### config.mk
export PLATFORM = sky130hd
export DESIGN_NAME = fs_frame_sched
export DESIGN_NICKNAME = d
export VERILOG_FILES = /design/src/rtl/fs_pkg.sv /design/src/rtl/fs_period_timer.sv /design/src/rtl/fs_backlog.sv /design/src/rtl/fs_irq_status.sv /design/src/rtl/fs_ctrl.sv /design/src/rtl/fs_frame_sched.sv
export SDC_FILE = /design/constraint.sdc
export NUM_CORES = 1
export LEC_CHECK = 0
export ABC_AREA = 0
export BUFFER_PORTS_ARGS = -buffer_cell sky130_fd_sc_hd__clkbuf_2
export CORE_UTILIZATION = 39
export CTS_CLUSTER_SIZE = 10
export DETAILED_ROUTE_END_ITERATION = 8
export PLACE_DENSITY = 0.56
export SLEW_MARGIN = 5
export SYNTH_ARGS = -nofsm -noshare
export SYNTH_HDL_FRONTEND = slang
export SYNTH_SLANG_ARGS = --single-unit
export TNS_END_PERCENT = 30
### constraint.sdc
create_clock -name clk -period 4.4 [get_ports clk]
set_input_delay 0.66 -clock clk [delete_from_list [all_inputs] [get_ports clk]]
set_output_delay 0.66 -clock clk [all_outputs]
set_load 0.1 [all_outputs]
### src/rtl/fs_pkg.sv
package fs_pkg;

    localparam int FN_W    = 11;
    localparam int CAUSE_W = 2;

    typedef enum logic [2:0] {
        FS_IDLE,
        FS_EVAL,
        FS_STROBE,
        FS_WAIT,
        FS_FINISH
    } fs_state_e;

    typedef struct packed {
        logic               usbint;
        logic [CAUSE_W-1:0] cause;
    } fs_status_t;

    function automatic logic [FN_W-1:0] fn_advance(input logic [FN_W-1:0] fn,
                                                   input logic [FN_W-1:0] step);
        return fn + step;
    endfunction

endpackage

### src/rtl/fs_period_timer.sv
module fs_period_timer #(
    parameter int PERIOD = 48000
) (
    input  logic clk,
    input  logic rst,
    input  logic en,
    output logic tick
);
    localparam int CW = (PERIOD > 1) ? $clog2(PERIOD) : 1;
    localparam logic [CW-1:0] LAST = CW'(PERIOD - 1);

    logic [CW-1:0] cnt_q;

    always_ff @(posedge clk) begin
        if (rst || !en)
            cnt_q <= '0;
        else if (cnt_q == LAST)
            cnt_q <= '0;
        else
            cnt_q <= cnt_q + 1'b1;
    end

    assign tick = en && (cnt_q == LAST);
endmodule

### src/rtl/fs_backlog.sv
module fs_backlog #(
    parameter int BL_W = 10
) (
    input  logic            clk,
    input  logic            rst,
    input  logic            run,
    input  logic            tick,
    input  logic            skip_en,
    input  logic            dec,
    input  logic [BL_W-1:0] max_val,
    output logic [BL_W-1:0] excess,
    output logic [BL_W-1:0] avail
);
    localparam logic [BL_W-1:0] ALL1 = '1;

    logic [BL_W-1:0] cnt_q;
    logic            over;

    assign over   = cnt_q > max_val;
    assign excess = over ? (cnt_q - max_val) : '0;
    assign avail  = over ? max_val : cnt_q;

    always_ff @(posedge clk) begin
        if (rst || !run)
            cnt_q <= '0;
        else if (skip_en && over)
            cnt_q <= (tick && max_val != ALL1) ? max_val + 1'b1 : max_val;
        else if (tick && !dec)
            cnt_q <= (cnt_q == ALL1) ? cnt_q : cnt_q + 1'b1;
        else if (dec && !tick && cnt_q != '0)
            cnt_q <= cnt_q - 1'b1;
    end
endmodule

### src/rtl/fs_irq_status.sv
module fs_irq_status
    import fs_pkg::*;
(
    input  logic               clk,
    input  logic               rst,
    input  logic [CAUSE_W-1:0] cause_in,
    input  logic               merge,
    input  logic               clear,
    output fs_status_t         status
);
    logic [CAUSE_W-1:0] pend_q;
    fs_status_t         stat_q;

    always_ff @(posedge clk) begin
        if (rst) begin
            pend_q <= '0;
            stat_q <= '0;
        end else begin
            pend_q <= merge ? cause_in : (pend_q | cause_in);
            if (merge && pend_q != '0) begin
                stat_q.cause  <= (clear ? '0 : stat_q.cause) | pend_q;
                stat_q.usbint <= 1'b1;
            end else if (clear) begin
                stat_q <= '0;
            end
        end
    end

    assign status = stat_q;
endmodule

### src/rtl/fs_ctrl.sv
module fs_ctrl
    import fs_pkg::*;
#(
    parameter int BATCH_MAX = 16,
    parameter int BL_W      = 10
) (
    input  logic            clk,
    input  logic            rst,
    input  logic            run,
    input  logic            pass_due,
    input  logic            walker_done,
    input  logic [BL_W-1:0] excess,
    input  logic [BL_W-1:0] avail,
    output logic            skip_en,
    output logic            dec,
    output logic            merge,
    output logic            frame_start,
    output logic            busy,
    output logic [FN_W-1:0] fnum
);
    localparam int BC_W = $clog2(BATCH_MAX + 1);

    fs_state_e       state_q;
    logic [BC_W-1:0] left_q;
    logic [FN_W-1:0] fnum_q;
    logic [BC_W-1:0] take;

    assign take = (avail > BL_W'(BATCH_MAX)) ? BC_W'(BATCH_MAX) : BC_W'(avail);

    always_ff @(posedge clk) begin
        if (rst) begin
            state_q <= FS_IDLE;
            left_q  <= '0;
            fnum_q  <= '0;
        end else if (!run) begin
            state_q <= FS_IDLE;
        end else begin
            case (state_q)
                FS_IDLE:   if (pass_due) state_q <= FS_EVAL;
                FS_EVAL: begin
                    fnum_q  <= fn_advance(fnum_q, FN_W'(excess));
                    left_q  <= take;
                    state_q <= (take == '0) ? FS_FINISH : FS_STROBE;
                end
                FS_STROBE: state_q <= FS_WAIT;
                FS_WAIT: begin
                    if (walker_done) begin
                        fnum_q  <= fn_advance(fnum_q, FN_W'(1));
                        left_q  <= left_q - 1'b1;
                        state_q <= (left_q == BC_W'(1)) ? FS_FINISH : FS_STROBE;
                    end
                end
                FS_FINISH: state_q <= FS_IDLE;
                default:   state_q <= FS_IDLE;
            endcase
        end
    end

    assign skip_en     = run && state_q == FS_EVAL;
    assign dec         = run && state_q == FS_WAIT && walker_done;
    assign merge       = run && state_q == FS_FINISH;
    assign frame_start = state_q == FS_STROBE;
    assign busy        = state_q != FS_IDLE;
    assign fnum        = fnum_q;
endmodule

### src/rtl/fs_frame_sched.sv
module fs_frame_sched
    import fs_pkg::*;
#(
    parameter int CLK_PER_FRAME = 48000,
    parameter int BATCH_MAX     = 16,
    parameter int BL_W          = 10
) (
    input  logic               clk,
    input  logic               rst,
    input  logic               run,
    input  logic [BL_W-1:0]    max_backlog,
    input  logic [CAUSE_W-1:0] int_cause,
    input  logic               walker_done,
    input  logic               status_clear,
    output logic [FN_W-1:0]    frame_num,
    output logic               frame_start,
    output logic               stat_usbint,
    output logic [CAUSE_W-1:0] stat_cause
);
    logic            frame_tick;
    logic            pass_due;
    logic            skip_en;
    logic            dec;
    logic            merge;
    logic            busy;
    logic [BL_W-1:0] excess;
    logic [BL_W-1:0] avail;
    fs_status_t      status;

    fs_period_timer #(.PERIOD(CLK_PER_FRAME)) u_timebase (
        .clk (clk),
        .rst (rst),
        .en  (run),
        .tick(frame_tick)
    );

    fs_period_timer #(.PERIOD(CLK_PER_FRAME)) u_pass_timer (
        .clk (clk),
        .rst (rst),
        .en  (run && !busy),
        .tick(pass_due)
    );

    fs_backlog #(.BL_W(BL_W)) u_backlog (
        .clk    (clk),
        .rst    (rst),
        .run    (run),
        .tick   (frame_tick),
        .skip_en(skip_en),
        .dec    (dec),
        .max_val(max_backlog),
        .excess (excess),
        .avail  (avail)
    );

    fs_ctrl #(.BATCH_MAX(BATCH_MAX), .BL_W(BL_W)) u_ctrl (
        .clk        (clk),
        .rst        (rst),
        .run        (run),
        .pass_due   (pass_due),
        .walker_done(walker_done),
        .excess     (excess),
        .avail      (avail),
        .skip_en    (skip_en),
        .dec        (dec),
        .merge      (merge),
        .frame_start(frame_start),
        .busy       (busy),
        .fnum       (frame_num)
    );

    fs_irq_status u_irq (
        .clk     (clk),
        .rst     (rst),
        .cause_in(int_cause),
        .merge   (merge),
        .clear   (status_clear),
        .status  (status)
    );

    assign stat_usbint = status.usbint;
    assign stat_cause  = status.cause;
endmodule

# Word level (Yosys, flattened, before mapping)
# Cells that the tools add are included.
# W data, S select, Z words.
# op_classes
add_sub_neg	9
order_cmp	2
n_eq_ne	12
n_mux	21
bitwise	3
n_reduce_logical	34
# ops
op	count
$mux W10	7
$add A16 B1 Y16 const B	2
$eq A16 B16 Y1 const B	2
$pmux W11 S2	1
$add A10 B1 Y10 const B	2
$mux W3	6
$logic_and A1 B1 Y1	13
$pmux W3 S4	1
$add A11 B1 Y11 const B	1
$add A11 B10 Y11	1
$mux W11	1
$eq A10 B10 Y1 const B	1
$gt A10 B10 Y1	1
$gt A10 B5 Y1 const B	1
$mux W5	2
$ne A10 B10 Y1 const B	1
$pmux W5 S2	1
$reduce_bool A10 Y1	1
$sub A10 B1 Y10 const B	1
$sub A10 B10 Y10	1
$eq A3 B2 Y1 const B	2
$reduce_bool A2 Y1	3
$reduce_bool A3 Y1	2
$reduce_or A2 Y1	3
other kinds (15)	24
# word_totals
reg_bits	66

# Longest topological paths before layout
# Gate-level depths: netlist of run 1.
# logic_depth
ltp_word	8
mapped_depth	17
mapped_depth_nobuf	16

# Hierarchy
# Synthesis of run 1 repeated with hierarchy kept, for this count alone.
# hier_totals
hier_cells	606
area_unflattened_um2	4862.2
# by_module_without_submodules
mod	instances	cells_per_inst	area_each_um2	seq_area_each_um2
fs_backlog	1	236	1759.2	200.2
fs_period_timer	2	82	738.2	320.3
fs_ctrl	1	185	1436.4	380.4
fs_irq_status	1	20	176.4	100.1
fs_frame_sched	1	1	13.8	0.0

# Least setup slack after synthesis of run 1
# OpenSTA, ideal clock, no wires.
# synth_path
kind	input to register
startpoint	input port max_backlog[0]
endpoint	register u_ctrl.fnum_q[10], in the netlist u_ctrl.fnum[10]
setup_time_ps	128
arrival_ps	3922
required_ps	4272
path_slack_ps	351
stages	16
cell_sequence	ha_1 -> inv_1 -> fa_1 -> a21o_1 -> a221oi_1 -> o21ai_0 -> nand3_1 -> buf_2 -> nor2_1 -> ha_1 -> a21oi_1 -> o211ai_1 -> o41ai_1 -> o22ai_1 -> xnor2_1 -> nor2_1
# synth_between
elab_chain_cells	4
# synth_lines
element	line_no	source
start, declared	fs_frame_sched.sv:11	input logic [BL_W-1:0] max_backlog,
$sub A10 B10 Y10 or $gt A10 B10 Y1 (tied branches)	fs_backlog.sv:20, fs_backlog.sv:19	
$mux W10 (*)	fs_backlog.sv:20	assign excess = over ? (cnt_q - max_val) : '0;
$add A11 B10 Y11 (*)	fs_pkg.sv:21	return fn + step;
$pmux W11 S2 (*)	fs_ctrl.sv:38	case (state_q)
end signal, assigned	fs_ctrl.sv:41	fnum_q <= fn_advance(fnum_q, FN_W'(excess));
end signal, assigned	fs_ctrl.sv:48	fnum_q <= fn_advance(fnum_q, FN_W'(1));
end, declared	fs_ctrl.sv:25	logic [FN_W-1:0] fnum_q;
# Every way passes the cells marked *; elsewhere a longest branch is shown, timed or not.
# A chain may end at the register's enable or synchronous reset.

# Worst setup path after layout of run 1
# layout_path
startpoint	register u_backlog.cnt_q[0]
endpoint	register u_ctrl.fnum_q[9], in the netlist u_ctrl.fnum[9]
# layout_between
elab_chain_cells	4
# layout_lines
element	line_no	source
start, declared	fs_backlog.sv:16	logic [BL_W-1:0] cnt_q;
start signal, assigned	fs_backlog.sv:27	cnt_q <= (tick && max_val != ALL1) ? max_val + 1'b1 : max_val;
start signal, assigned	fs_backlog.sv:29	cnt_q <= (cnt_q == ALL1) ? cnt_q : cnt_q + 1'b1;
start signal, assigned	fs_backlog.sv:31	cnt_q <= cnt_q - 1'b1;
$sub A10 B10 Y10 or $gt A10 B10 Y1 (tied branches)	fs_backlog.sv:20, fs_backlog.sv:19	
$mux W10 (*)	fs_backlog.sv:20	
$add A11 B10 Y11 (*)	fs_pkg.sv:21	
$pmux W11 S2 (*)	fs_ctrl.sv:38	
# Marked as above.

==> metrics.md, run 1 <==
| Metric | Value |
|---|---|
| Hold Path Origin | u_pass_timer.cnt_q[0]$_SDFF_PP0_ |
| Total Neg Setup Slack | 0 ns |
| GPL Wtd Cong | roughly 0.88 |
| Crit-path cells | inv_1 -> ha_1 -> inv_1 -> fa_1 -> a21o_1 -> a221oi_1 -> o21a_1 -> nor3_1 -> and2_1 -> ha_1 -> a21o_1 -> a21oi_1 -> o21ai_0 -> a41o_1 -> o311ai_0 |
| Max_slew headroom | approximately 45% |
| Critical path's slowest cell | nor3_1 |
| Syn_nets | 624 |
| Proportion of layout cells with a drive suffix above 1 | ~11% |
| FF/Latch Area | 0.001321 mm^2 |
| TritonCTS clock tree | built |
| Rows | 39 |
| Clock Sinks | 66 |
| Worst Hold Class | reg -> reg |
| Ant. Diodes | 0 |
| RSZ-0062 raised after global routing | false |
| Initial Util | 40.05% |
| GRT Total Usage | 20.27% |
| Clk Tree Root Cell | clkbuf_16 |
| Port bufs | 31 |
| Average wire per standard cell | 15.32 um |
| DR vias | 4,192 |
| Initial DRC count | between 200 and 250 |
| Routed Antenna Nets | 0 |
| Yosys top cell area share | 28.89% |
| Clk buf depth | 2 |
| Post-CTS Setup Bufs | 0 |
| Max frequency | between 200 and 250 MHz |
| Peak supply drop | 256.8 uV |
| CP top delay family | compound AO/OA/AOI/OAI gates |
| Largest family of logic cells by synthesized area | simple AND/OR/NAND/NOR gates |
| Hold_ws | 0.4593 ns |
| DRC viols | 0 |
| Synthesized flop and latch total | 66 |
| Post-synthesis sequential area ratio | about 29% |
| Worst-path maximum fanout | 7 |
| Global-route wire length before repair | 19,060 um |
| Wire length on met3 | approximately 370 um |
| Final HPWL DP | 8649 um |
| Number of top-level pins | 32 |
| Post-Synth XOR/XNOR Area | 10.53% |
| Pwr Total | 1.459 mW |
| Outcome | finished clean |
| Hold Buf Count CTS | 0 |
| Crit path largest cell delay | approximately 0.63 ns |
| LEAKAGE | 2.033 nW |
| Synth warnings | 0 |
| Setup Crit Path Kind | reg -> reg |
| Startpoint types | flip-flop |
| Crit path DAT | 4.25 ns |
| Largest net degree at the start of global routing | 32 |
| Mapped cell area | between 0.004 and 0.005 mm^2 |
| CP startpoint | u_backlog.cnt_q[0]$_SDFFE_PP0P_ |
| Final setup violation count | 0 |
| H-tree depth | 3 |
| CP Capture Type | flip-flop |
| Full die area | 0.01216 mm^2 |
| Reg2reg start | u_backlog.cnt_q[0]$_SDFFE_PP0P_ |
| Final hold violation count | 0 |
| Vias in the first global route | slightly below 4,000 |
| Max Used Layer | met4 |
| Distinct cells, synth | 58 |
| Synth area leaders | dfxtp_1 29%, ha_1 9.0%, xnor2_1 6.5%, nor2_1 5.4%, xor2_1 4.0% |
| Final period util | 91.42% |
| Multiplexer area fraction after synthesis | 1.997% |
| Post-synthesis simple-gate area fraction | 28.13% |
| Placed Area | just under 0.005 mm^2 |
| Asr flop ratio synth | 0% |
| Placeable Area | 0.01142 mm^2 |
| Syn avg cell area | 8.009 um^2 |
| Final Skew | 0.005853 ns |
| Fin area | 0.005233 mm^2 |
| Worst EP required | 4.63 ns |
| GRT Residual Overflow | 0 |
| Inserted Clock Buffers | 9 |
| Synth Area in Adders | 10.34% |
| Total Nets Final | 658 |
| Worst Path Buf+Inv | 2 |
| Dominant synthesized flop cell | dfxtp_1 |
| Post-synth EDFFs | 0 |
| M1 wire length | between 5000 and 6000 um |
| Cells after Synth | between 500 and 600 |
| Vias per cell | 5.574 |
| Complex-gate fraction of the synthesized area | 16.47% |
| Width of the chip | 110.3 um |
| Final min period | 4.023 ns |
| Max cap viols | 0 |
| DR WL met2 | 5292 um |
| Area Growth Syn to Fin | 14.42% |
| Die Height | 110.3 um |
| Post-CTS sizing | 0 |
| Dominant cell type by area after synthesis | dfxtp_1 |
| Initial antenna violation count | 0 |
| Clk Latency, worst-skew pair | between 0.3 and 0.4 ns |
| Reg clk slew, reported paths | around 0.06 ns |
| Pwr/cell area | about 280 mW/mm^2 |
| Post-synth top cells | 66 x dfxtp_1, 66 x nor2_1, 45 x nand2_1, 36 x a21oi_1, 34 x xnor2_1 |
| 1st-pass router iterations | 4 |
| Worst Max-Slew Pin Slew | 0.8159 ns |
| Max Slew Vio Count | 0 |
| Fill cells | ~1,200 |
| DRT Wirelength | 11,520 um |
| Multi-input logic area | roughly 0.003 mm^2 |
==> power breakdown <==
part | switching [mW] | total, mW | internal [mW]
combinational | 0.0443 | 0.0687 | 0.0244
sequential | 0.00235 | 0.603 | 0.601
clock | 0.263 | 0.787 | 0.524
total | 0.310 | 1.46 | 1.15
==> logic make-up after synthesis <==
logic type	after synthesis
AND/OR/NAND/NOR	249
AO/OA/AOI/OAI	114
flip-flops	66
XOR/XNOR	55
buffers and inverters	42
adder cells (fa/ha/maj)	36
multiplexers	9
==> cell type report <==
type / instances / share of cell area, %
Clock inverter: 4 / 1.411
Tap cell: 143 / 3.419
Multi-Input combinational cell: 463 / 58.97
Sequential cell: 66 / 25.25
Timing Repair Buffer: 41 / 4.400
Inverter: 24 / 1.722
Clock buffer: 11 / 4.830
==> placed cells by master, fill, tap and decap left out, types with 9 or more instances in the layout <==
cell,n
clkbuf_2,31
nor2_1,66
a21oi_1,36
dfxtp_1,66
o21ai_0,21
ha_1,33
clkbuf_16,9
xnor2_1,34
a211oi_1,13
xor2_1,21
buf_4,10
nor3_1,26
nand2_1,45
nand3_1,29
nand4_1,20
inv_1,24
==> path summary, 6_finish.rpt <==
| kind | endpoint | cells past startpoint | slack (ns) |
|---|---|---|---|
| setup reg to reg | u_ctrl.fnum[9]$_SDFFE_PP0P_ | 15 | 0.38 |
| setup / recovery | u_ctrl.fnum[9]$_SDFFE_PP0P_ | 15 | 0.38 |
| hold reg to reg | u_pass_timer.cnt_q[0]$_SDFF_PP0_ | 1 | 0.46 |
| hold / removal | u_pass_timer.cnt_q[0]$_SDFF_PP0_ | 1 | 0.46 |
==> metrics by stage <==
| stage | util (%) | setup WS, ns | instances |
|---|---|---|---|
| after global routing | 45.83 | 0.05623 | 752 |
| after CTS | 45.83 | 0.3882 | 752 |
| final | 45.83 | 0.3775 | 752 |
| after global placement | 42.97 | 0.2288 | 737 |
| after floorplan | - | 0.3507 | 571 |
| after detailed placement | 42.97 | 0.2167 | 737 |
==> routing by layer <==
| metal | GRT usage (%) | vias to the layer above |
|---|---|---|
| met4 | 8.083 | 0 |
| li1 | - | 2143 |
| met3 | 3.233 | 17 |
| met5 | 0 | - |
| met1 | 26.30 | 1961 |
| met2 | 33.45 | 71 |
==> flip-flops by register name, summed over array words and instances (netlist names) <==
| register | cells |
|---|---|
| u_pass_timer.cnt_q | 16 |
| u_timebase.cnt_q | 16 |
| u_ctrl.fnum | 11 |
| u_backlog.cnt_q | 10 |
| u_ctrl.left_q | 5 |
| u_ctrl.state_q | 3 |
| u_irq.status | 3 |
| u_irq.pend_q | 2 |
(Power assumes the default switching activity.)
==> inputs of run 2 (changes only) <==
==> constraint.sdc (replaced) <==
create_clock -name clk -period 4.8 [get_ports clk]
set_input_delay 0.72 -clock clk [delete_from_list [all_inputs] [get_ports clk]]
set_output_delay 0.72 -clock clk [all_outputs]
set_load 0.1 [all_outputs]
==> metrics.md, run 2 (same netlist as run 1, synthesis figures left out) <==
| Metric | Value |
|---|---|
| Port bufs | 31 (unchanged) |
| Clock Sinks | 66 (unchanged) |
| Outcome | finished clean |
| 1st-pass router iterations | 5 (+1) |
| Die Height | 110.3 um (unchanged) |
| GPL Wtd Cong | 0.8829 (-0.23%) |
| Total Neg Setup Slack | 0 ns (unchanged) |
| Reg clk slew, reported paths | 0.06 ns (about the same) |
| Proportion of layout cells with a drive suffix above 1 | 10.91% (-0.59 points) |
| Reg2reg setup slack | 0.60 ns (+0.23 ns) |
| Pwr/cell area | 248.3 mW/mm^2 (-11%) |
| Clk Tree Root Cell | clkbuf_16 |
| Width of the chip | 110.3 um (unchanged) |
| H-tree depth | 3 (unchanged) |
| TritonCTS clock tree | built |
| Routed Antenna Nets | 0 (unchanged) |
| Peak supply drop | 283.7 uV (+10%) |
| Rows | 39 (unchanged) |
| Reg2reg start | u_backlog.cnt_q[0]$_SDFFE_PP0P_ |
| Hold Path Depth | 1 (unchanged) |
| Inserted Clock Buffers | 9 (unchanged) |
| RSZ-0062 raised after global routing | false |
| Initial DRC count | 218 (-12%) |
| Max cap viols | 0 (unchanged) |
| Worst Max-Slew Pin Slew | 0.8087 ns (-0.007246 ns) |
| Vias in the first global route | 3,982 (+3.7%) |
| Number of top-level pins | 32 (unchanged) |
| Final HPWL DP | 8514 um (-1.6%) |
| DR vias | 4,181 (-0.26%) |
| CP Capture Type | flip-flop |
| Path depth of the worst reg2reg path | 16 (+1) |
| WHS Endpoint | u_timebase.cnt_q[0]$_SDFF_PP0_ |
| Final hold violation count | 0 (unchanged) |
| Full die area | 0.01216 mm^2 (unchanged) |
| GRT Total Usage | 20.14% (-0.13 points) |
| Hold Buf Count CTS | 0 (unchanged) |
| Max Slew Vio Count | 0 (unchanged) |
| DRT Wirelength | 11,400 um (-1.1%) |
| DRC viols | 0 (unchanged) |
| Most frequent cells in the layout | 66 x nor2_1, 66 x dfxtp_1, 45 x nand2_1, 36 x a21oi_1, 34 x xnor2_1 |
| Crit path DAT | 4.41 ns (+0.16 ns) |
| Post-CTS sizing | 0 (unchanged) |
| Total Nets Final | 653 (-0.76%) |
| Initial Util | 40.05% (unchanged) |
| Reg-to-Reg End | u_ctrl.fnum[10]$_SDFFE_PP0P_ |
| Worst-path maximum fanout | 8 (+1) |
| Max_slew headroom | 45.35% (+0.49 points) |
| Final Skew | 0.006839 ns (+0.0009859 ns) |
| Max frequency | 238.3 MHz (-4.1%) |
| Pwr Total | 1.284 mW (-12%) |
| Average wire per standard cell | 15.24 um (-0.52%) |
| LEAKAGE | 1.992 nW (-2.0%) |
| Final period util | 87.41% (-4.0 points) |
| Final min period | 4.196 ns (+0.1732 ns) |
| Area Growth Syn to Fin | 13.08% |
| Initial antenna violation count | 0 (unchanged) |
| GRT Residual Overflow | 0 (unchanged) |
| Hold_ws | 0.4549 ns (-0.004344 ns) |
| Worst EP required | 5.02 ns (+0.39 ns) |
| Post-CTS Setup Bufs | 0 (unchanged) |
| Clk buf depth | 2 (unchanged) |
| Hold Path Origin | u_timebase.cnt_q[0]$_SDFF_PP0_ |
| Setup Crit Path Kind | reg -> reg |
| Worst Hold Class | reg -> reg |
| Global-route wire length before repair | 18,850 um (-1.1%) |
| Vias per cell | 5.590 (+0.27%) |
| Placeable Area | 0.01142 mm^2 (unchanged) |
| Final setup violation count | 0 (unchanged) |
| Clk Latency, worst-skew pair | 0.34 ns (about the same) |
| Ant. Diodes | 0 (unchanged) |
| Final setup margin | 0.6043 ns (+0.2268 ns) |
| Largest net degree at the start of global routing | 23 (-28%) |
| Startpoint types | flip-flop |
| Pre-CTS setup slack | 0.3204 ns (+0.1037 ns) |
==> run 2: changes by cell type in the layout (fill, tap and decap cells not counted), sizes merged <==
cell | before | now
buf | 10 | 5
clkinv | 1 | 4
clkbuf | 42 | 40
bufinv | 2 | 1
clkinvlp | 0 | 1
==> run 2: critical path: stages (launching register included) <==
cell,delay [ns]
dfxtp_1,0.40
inv_1,0.16
ha_1,0.18
inv_1,0.06
fa_1,0.40
a21o_1,0.19
a221oi_1,0.33
o21a_1,0.29
nor3_1,0.19
and2_1,0.26
fa_1,0.45
a21oi_1,0.20
o211ai_1,0.17
o41ai_1,0.45
o22ai_1,0.15
xnor2_1,0.16
nor2_1,0.05
==> run 2: metal layers <==
metal  GRT usage (%)  vias up  wire length (um)
li1                -     2143                 -
met1           25.11     1941              5407
met2           33.32       74              5292
met3           5.467       23               421
met4           6.955        0               277
met5               0        -                 0
==> run 2: how the worst max path moves through the flow <==
stage | start | endpoint | depth (start not counted)
2_1_floorplan | max_backlog[0] | u_ctrl.fnum[10]$_SDFFE_PP0P_ | 16
3_3_place_gp | max_backlog[0] | u_ctrl.fnum[10]$_SDFFE_PP0P_ | 16
3_5_place_dp | max_backlog[0] | u_ctrl.fnum[10]$_SDFFE_PP0P_ | 16
4_1_cts | u_backlog.cnt_q[0]$_SDFFE_PP0P_ | u_ctrl.fnum[10]$_SDFFE_PP0P_ | 16
5_1_grt | u_backlog.cnt_q[0]$_SDFFE_PP0P_ | u_ctrl.fnum[8]$_SDFFE_PP0P_ | 16
6_report | u_backlog.cnt_q[0]$_SDFFE_PP0P_ | u_ctrl.fnum[10]$_SDFFE_PP0P_ | 16
==> run 2: cell type report <==
class                      count  area, um^2
sequential                    66        1321
clock inverter                 7       77.57
tap                          143       178.9
timing repair buffer          36       192.7
fill                        1143        6247
inverter                      24       90.09
clock buffer                   9       225.2
multi-input combinational    463        3085
==> run 2: metrics by stage <==
step,cells,util [%],instance area (um^2)
floorplan,571,-,4573
global placement,732,42.64,4868
detailed placement,732,42.64,4868
CTS,748,45.29,5171
global route,748,45.29,5171
finish,748,45.29,5171
==> run 2: power breakdown <==
group / switching [mW] / internal (mW)
clock network: 0.265 / 0.405
registers: 0.00223 / 0.551
logic: 0.0397 / 0.0212
total: 0.307 / 0.977
==> inputs of run 3 (changes only) <==
--- a/config.mk
+++ b/config.mk
@@ -11,6 +11,7 @@
 export CTS_CLUSTER_SIZE = 10
 export DETAILED_ROUTE_END_ITERATION = 8
 export PLACE_DENSITY = 0.56
+export REMOVE_ABC_BUFFERS = 1
 export SLEW_MARGIN = 5
 export SYNTH_ARGS = -nofsm -noshare
 export SYNTH_HDL_FRONTEND = slang
==> metrics.md, run 3 (same netlist as run 1, synthesis figures left out) <==
| Metric | Value |
|---|---|
| GPL Wtd Cong | 0.8436 (-4.5%) |
| Util after Layout | 45.47% (+0.19 points) |
| Final period util | 87.55% (+0.14 points) |
| Routed Antenna Nets | 0 (unchanged) |
| Max_slew headroom | 50.88% (+5.5 points) |
| Proportion of layout cells with a drive suffix above 1 | 10.93% (+0.018 points) |
| Placed Area | 0.004868 mm^2 (unchanged) |
| Worst EP required | 5.01 ns (about the same) |
| Fill cells | 1,128 (-1.3%) |
| Reg clk slew, reported paths | 0.06 ns (about the same) |
| Reg2reg start | u_backlog.cnt_q[0]$_SDFFE_PP0P_ |
| Outcome | finished clean |
| LEAKAGE | 2.008 nW (+0.79%) |
| Flop pwr share | 41.9% (-1.2 points) |
| Total Neg Setup Slack | 0 ns (unchanged) |
| GRT Residual Overflow | 0 (unchanged) |
| Vias per cell | 5.553 (-0.66%) |
| Initial Util | 40.05% (unchanged) |
| Worst Hold Class | reg -> reg |
| Rows | 39 (unchanged) |
| WHS Endpoint | u_timebase.cnt_q[0]$_SDFF_PP0_ |
| Final HPWL DP | 8008 um (-5.9%) |
| FF/Latch Area | 0.001321 mm^2 (unchanged) |
| TritonCTS clock tree | built |
| Total Nets Final | 653 (unchanged) |
| Crit-path cells | inv_1 -> ha_1 -> inv_1 -> fa_1 -> a21o_1 -> a221oi_2 -> o21a_1 -> o21ai_0 -> ha_1 -> fa_1 -> a21oi_1 -> o211ai_1 -> o41ai_1 -> o22ai_1 -> xnor2_1 -> nor2_1 |
| Global-route wire length before repair | 17,870 um (-5.2%) |
| Max Slew Vio Count | 0 (unchanged) |
| Crit path largest cell delay | 0.45 ns (about the same) |
| DR vias | 4,148 (-0.79%) |
| Final setup violation count | 0 (unchanged) |
| Peak supply drop | 230.6 uV (-19%) |
| Area Growth Syn to Fin | 13.54% |
| Crit path DAT | 4.41 ns (about the same) |
| Reg2reg setup slack | 0.60 ns (about the same) |
| Reg-to-Reg End | u_ctrl.fnum[10]$_SDFFE_PP0P_ |
| Max frequency | 238.0 MHz (-0.16%) |
| Number of top-level pins | 32 (unchanged) |
| Max cap viols | 0 (unchanged) |
| Vias in the first global route | 3,866 (-2.9%) |
| Critical path's slowest cell | o41ai_1 |
| Full die area | 0.01216 mm^2 (unchanged) |
| Multi-input logic area | 0.003092 mm^2 (+0.20%) |
| Power share of the clock group | 53.5% (+1.3 points) |
| Hold Path Origin | u_timebase.cnt_q[0]$_SDFF_PP0_ |
| Path depth of the worst reg2reg path | 16 (unchanged) |
| Final Skew | 0.006195 ns (-0.0006441 ns) |
| Startpoint types | flip-flop |
| 1st-pass router iterations | 4 (-1) |
| Hold Path Depth | 1 (unchanged) |
| Width of the chip | 110.3 um (unchanged) |
| Fin area | 0.005192 mm^2 (+0.41%) |
| Most frequent cells in the layout | 66 x nor2_1, 66 x dfxtp_1, 45 x nand2_1, 36 x a21oi_1, 34 x xnor2_1 |
| Int Power | 1.036 mW (+6.1%) |
| Worst Max-Slew Pin Slew | 0.7311 ns (-0.07753 ns) |
| Inserted Clock Buffers | 9 (unchanged) |
| Clk buf depth | 2 (unchanged) |
| Final min period | 4.202 ns (+0.006571 ns) |
| Switching Share | 21.48% (-2.4 points) |
| Logic pwr share | 4.6% (about the same) |
| Initial antenna violation count | 0 (unchanged) |
| H-tree depth | 3 (unchanged) |
| CP Capture Type | flip-flop |
| Setup Crit Path Kind | reg -> reg |
| Ant. Diodes | 0 (unchanged) |
| DRT Wirelength | 10,930 um (-4.1%) |
| DRC viols | 0 (unchanged) |
| GRT Total Usage | 18.71% (-1.4 points) |
| Largest net degree at the start of global routing | 32 (+39%) |
| RSZ-0062 raised after global routing | false |
| Port bufs | 31 (unchanged) |
| P_sw | 0.2835 mW (-7.7%) |
| Final hold violation count | 0 (unchanged) |
| Hold_ws | 0.4562 ns (+0.001233 ns) |
| Pwr/cell area | 254.2 mW/mm^2 (+2.4%) |
| Worst-path maximum fanout | 8 (unchanged) |
| Clk Tree Root Cell | clkbuf_16 |
| Clock Sinks | 66 (unchanged) |
| Clk Latency, worst-skew pair | 0.33 ns (about the same) |
| Die Height | 110.3 um (unchanged) |
| Average wire per standard cell | 14.64 um (-4.0%) |
| Initial DRC count | 241 (+11%) |
| Hold Buf Count CTS | 0 (unchanged) |
| Placeable Area | 0.01142 mm^2 (unchanged) |
-- run 3: how the worst max path moves through the flow --
stage                                        end  cells after the start  slack, ns                            start
floorplan           u_ctrl.fnum[10]$_SDFFE_PP0P_                     15       0.72                   max_backlog[0]
global placement    u_ctrl.fnum[10]$_SDFFE_PP0P_                     16       0.27                   max_backlog[0]
detailed placement  u_ctrl.fnum[10]$_SDFFE_PP0P_                     16       0.12                   max_backlog[0]
CTS                 u_ctrl.fnum[10]$_SDFFE_PP0P_                     16       0.46                   max_backlog[0]
global route        u_ctrl.fnum[10]$_SDFFE_PP0P_                     16       0.22  u_backlog.cnt_q[0]$_SDFFE_PP0P_
finish              u_ctrl.fnum[10]$_SDFFE_PP0P_                     16       0.60  u_backlog.cnt_q[0]$_SDFFE_PP0P_
-- run 3: final cells by class --
type	instances	share of cell area [%]
Multi-Input combinational cell	463	59.54
Sequential cell	66	25.45
Clock buffer	10	4.602
Timing Repair Buffer	36	3.711
Tap cell	143	3.446
Inverter	24	1.735
Clock inverter	5	1.518
-- run 3: metal layers --
layer / track usage [%] / part of all wire (%) / up-vias
met1: 25.00 / 49 / 1882
met5: 0 / 0 / -
met4: 8.083 / 2.2 / 0
met3: 2.410 / 4.3 / 24
li1: - / - / 2133
met2: 30.08 / 44 / 109
-- run 3: timing repair --
| action | CTS | global route |
|---|---|---|
| endpoints found under the hold margin | 0 | 0 |
| endpoints found under the setup margin | 0 | 1 |
| buffers inserted | 0 | 0 |
| resized for setup | 0 | 1 |
-- run 3: worst max-delay path, delay by kind of cell (launching register included) --
kind	cells	cell delay (ns)
AO/OA/AOI/OAI	8	2.04
flip-flops	1	0.41
AND/OR/NAND/NOR	1	0.05
buffers and inverters	2	0.21
adder cells (fa/ha/maj)	4	1.20
XOR/XNOR	1	0.16
-- run 3: power by group through the flow --
stage	sequential, mW	clock [mW]	combinational, mW
detailed placement	0.565	0	0.0590
global route	0.553	0.739	0.0672
floorplan	0.564	0	0.0349
global placement	0.565	0	0.0586
finish	0.553	0.707	0.0604
CTS	0.553	0.718	0.0597
-- run 3: through the flow --
stage | std cells | setup WS (ns) | total power [mW]
floorplan | 553 | 0.7208 | 0.5993
detailed placement | 732 | 0.1165 | 0.6240
global route | 747 | 0.2187 | 1.359
finish | 747 | 0.5977 | 1.320
global placement | 732 | 0.2674 | 0.6235
CTS | 747 | 0.4617 | 1.331
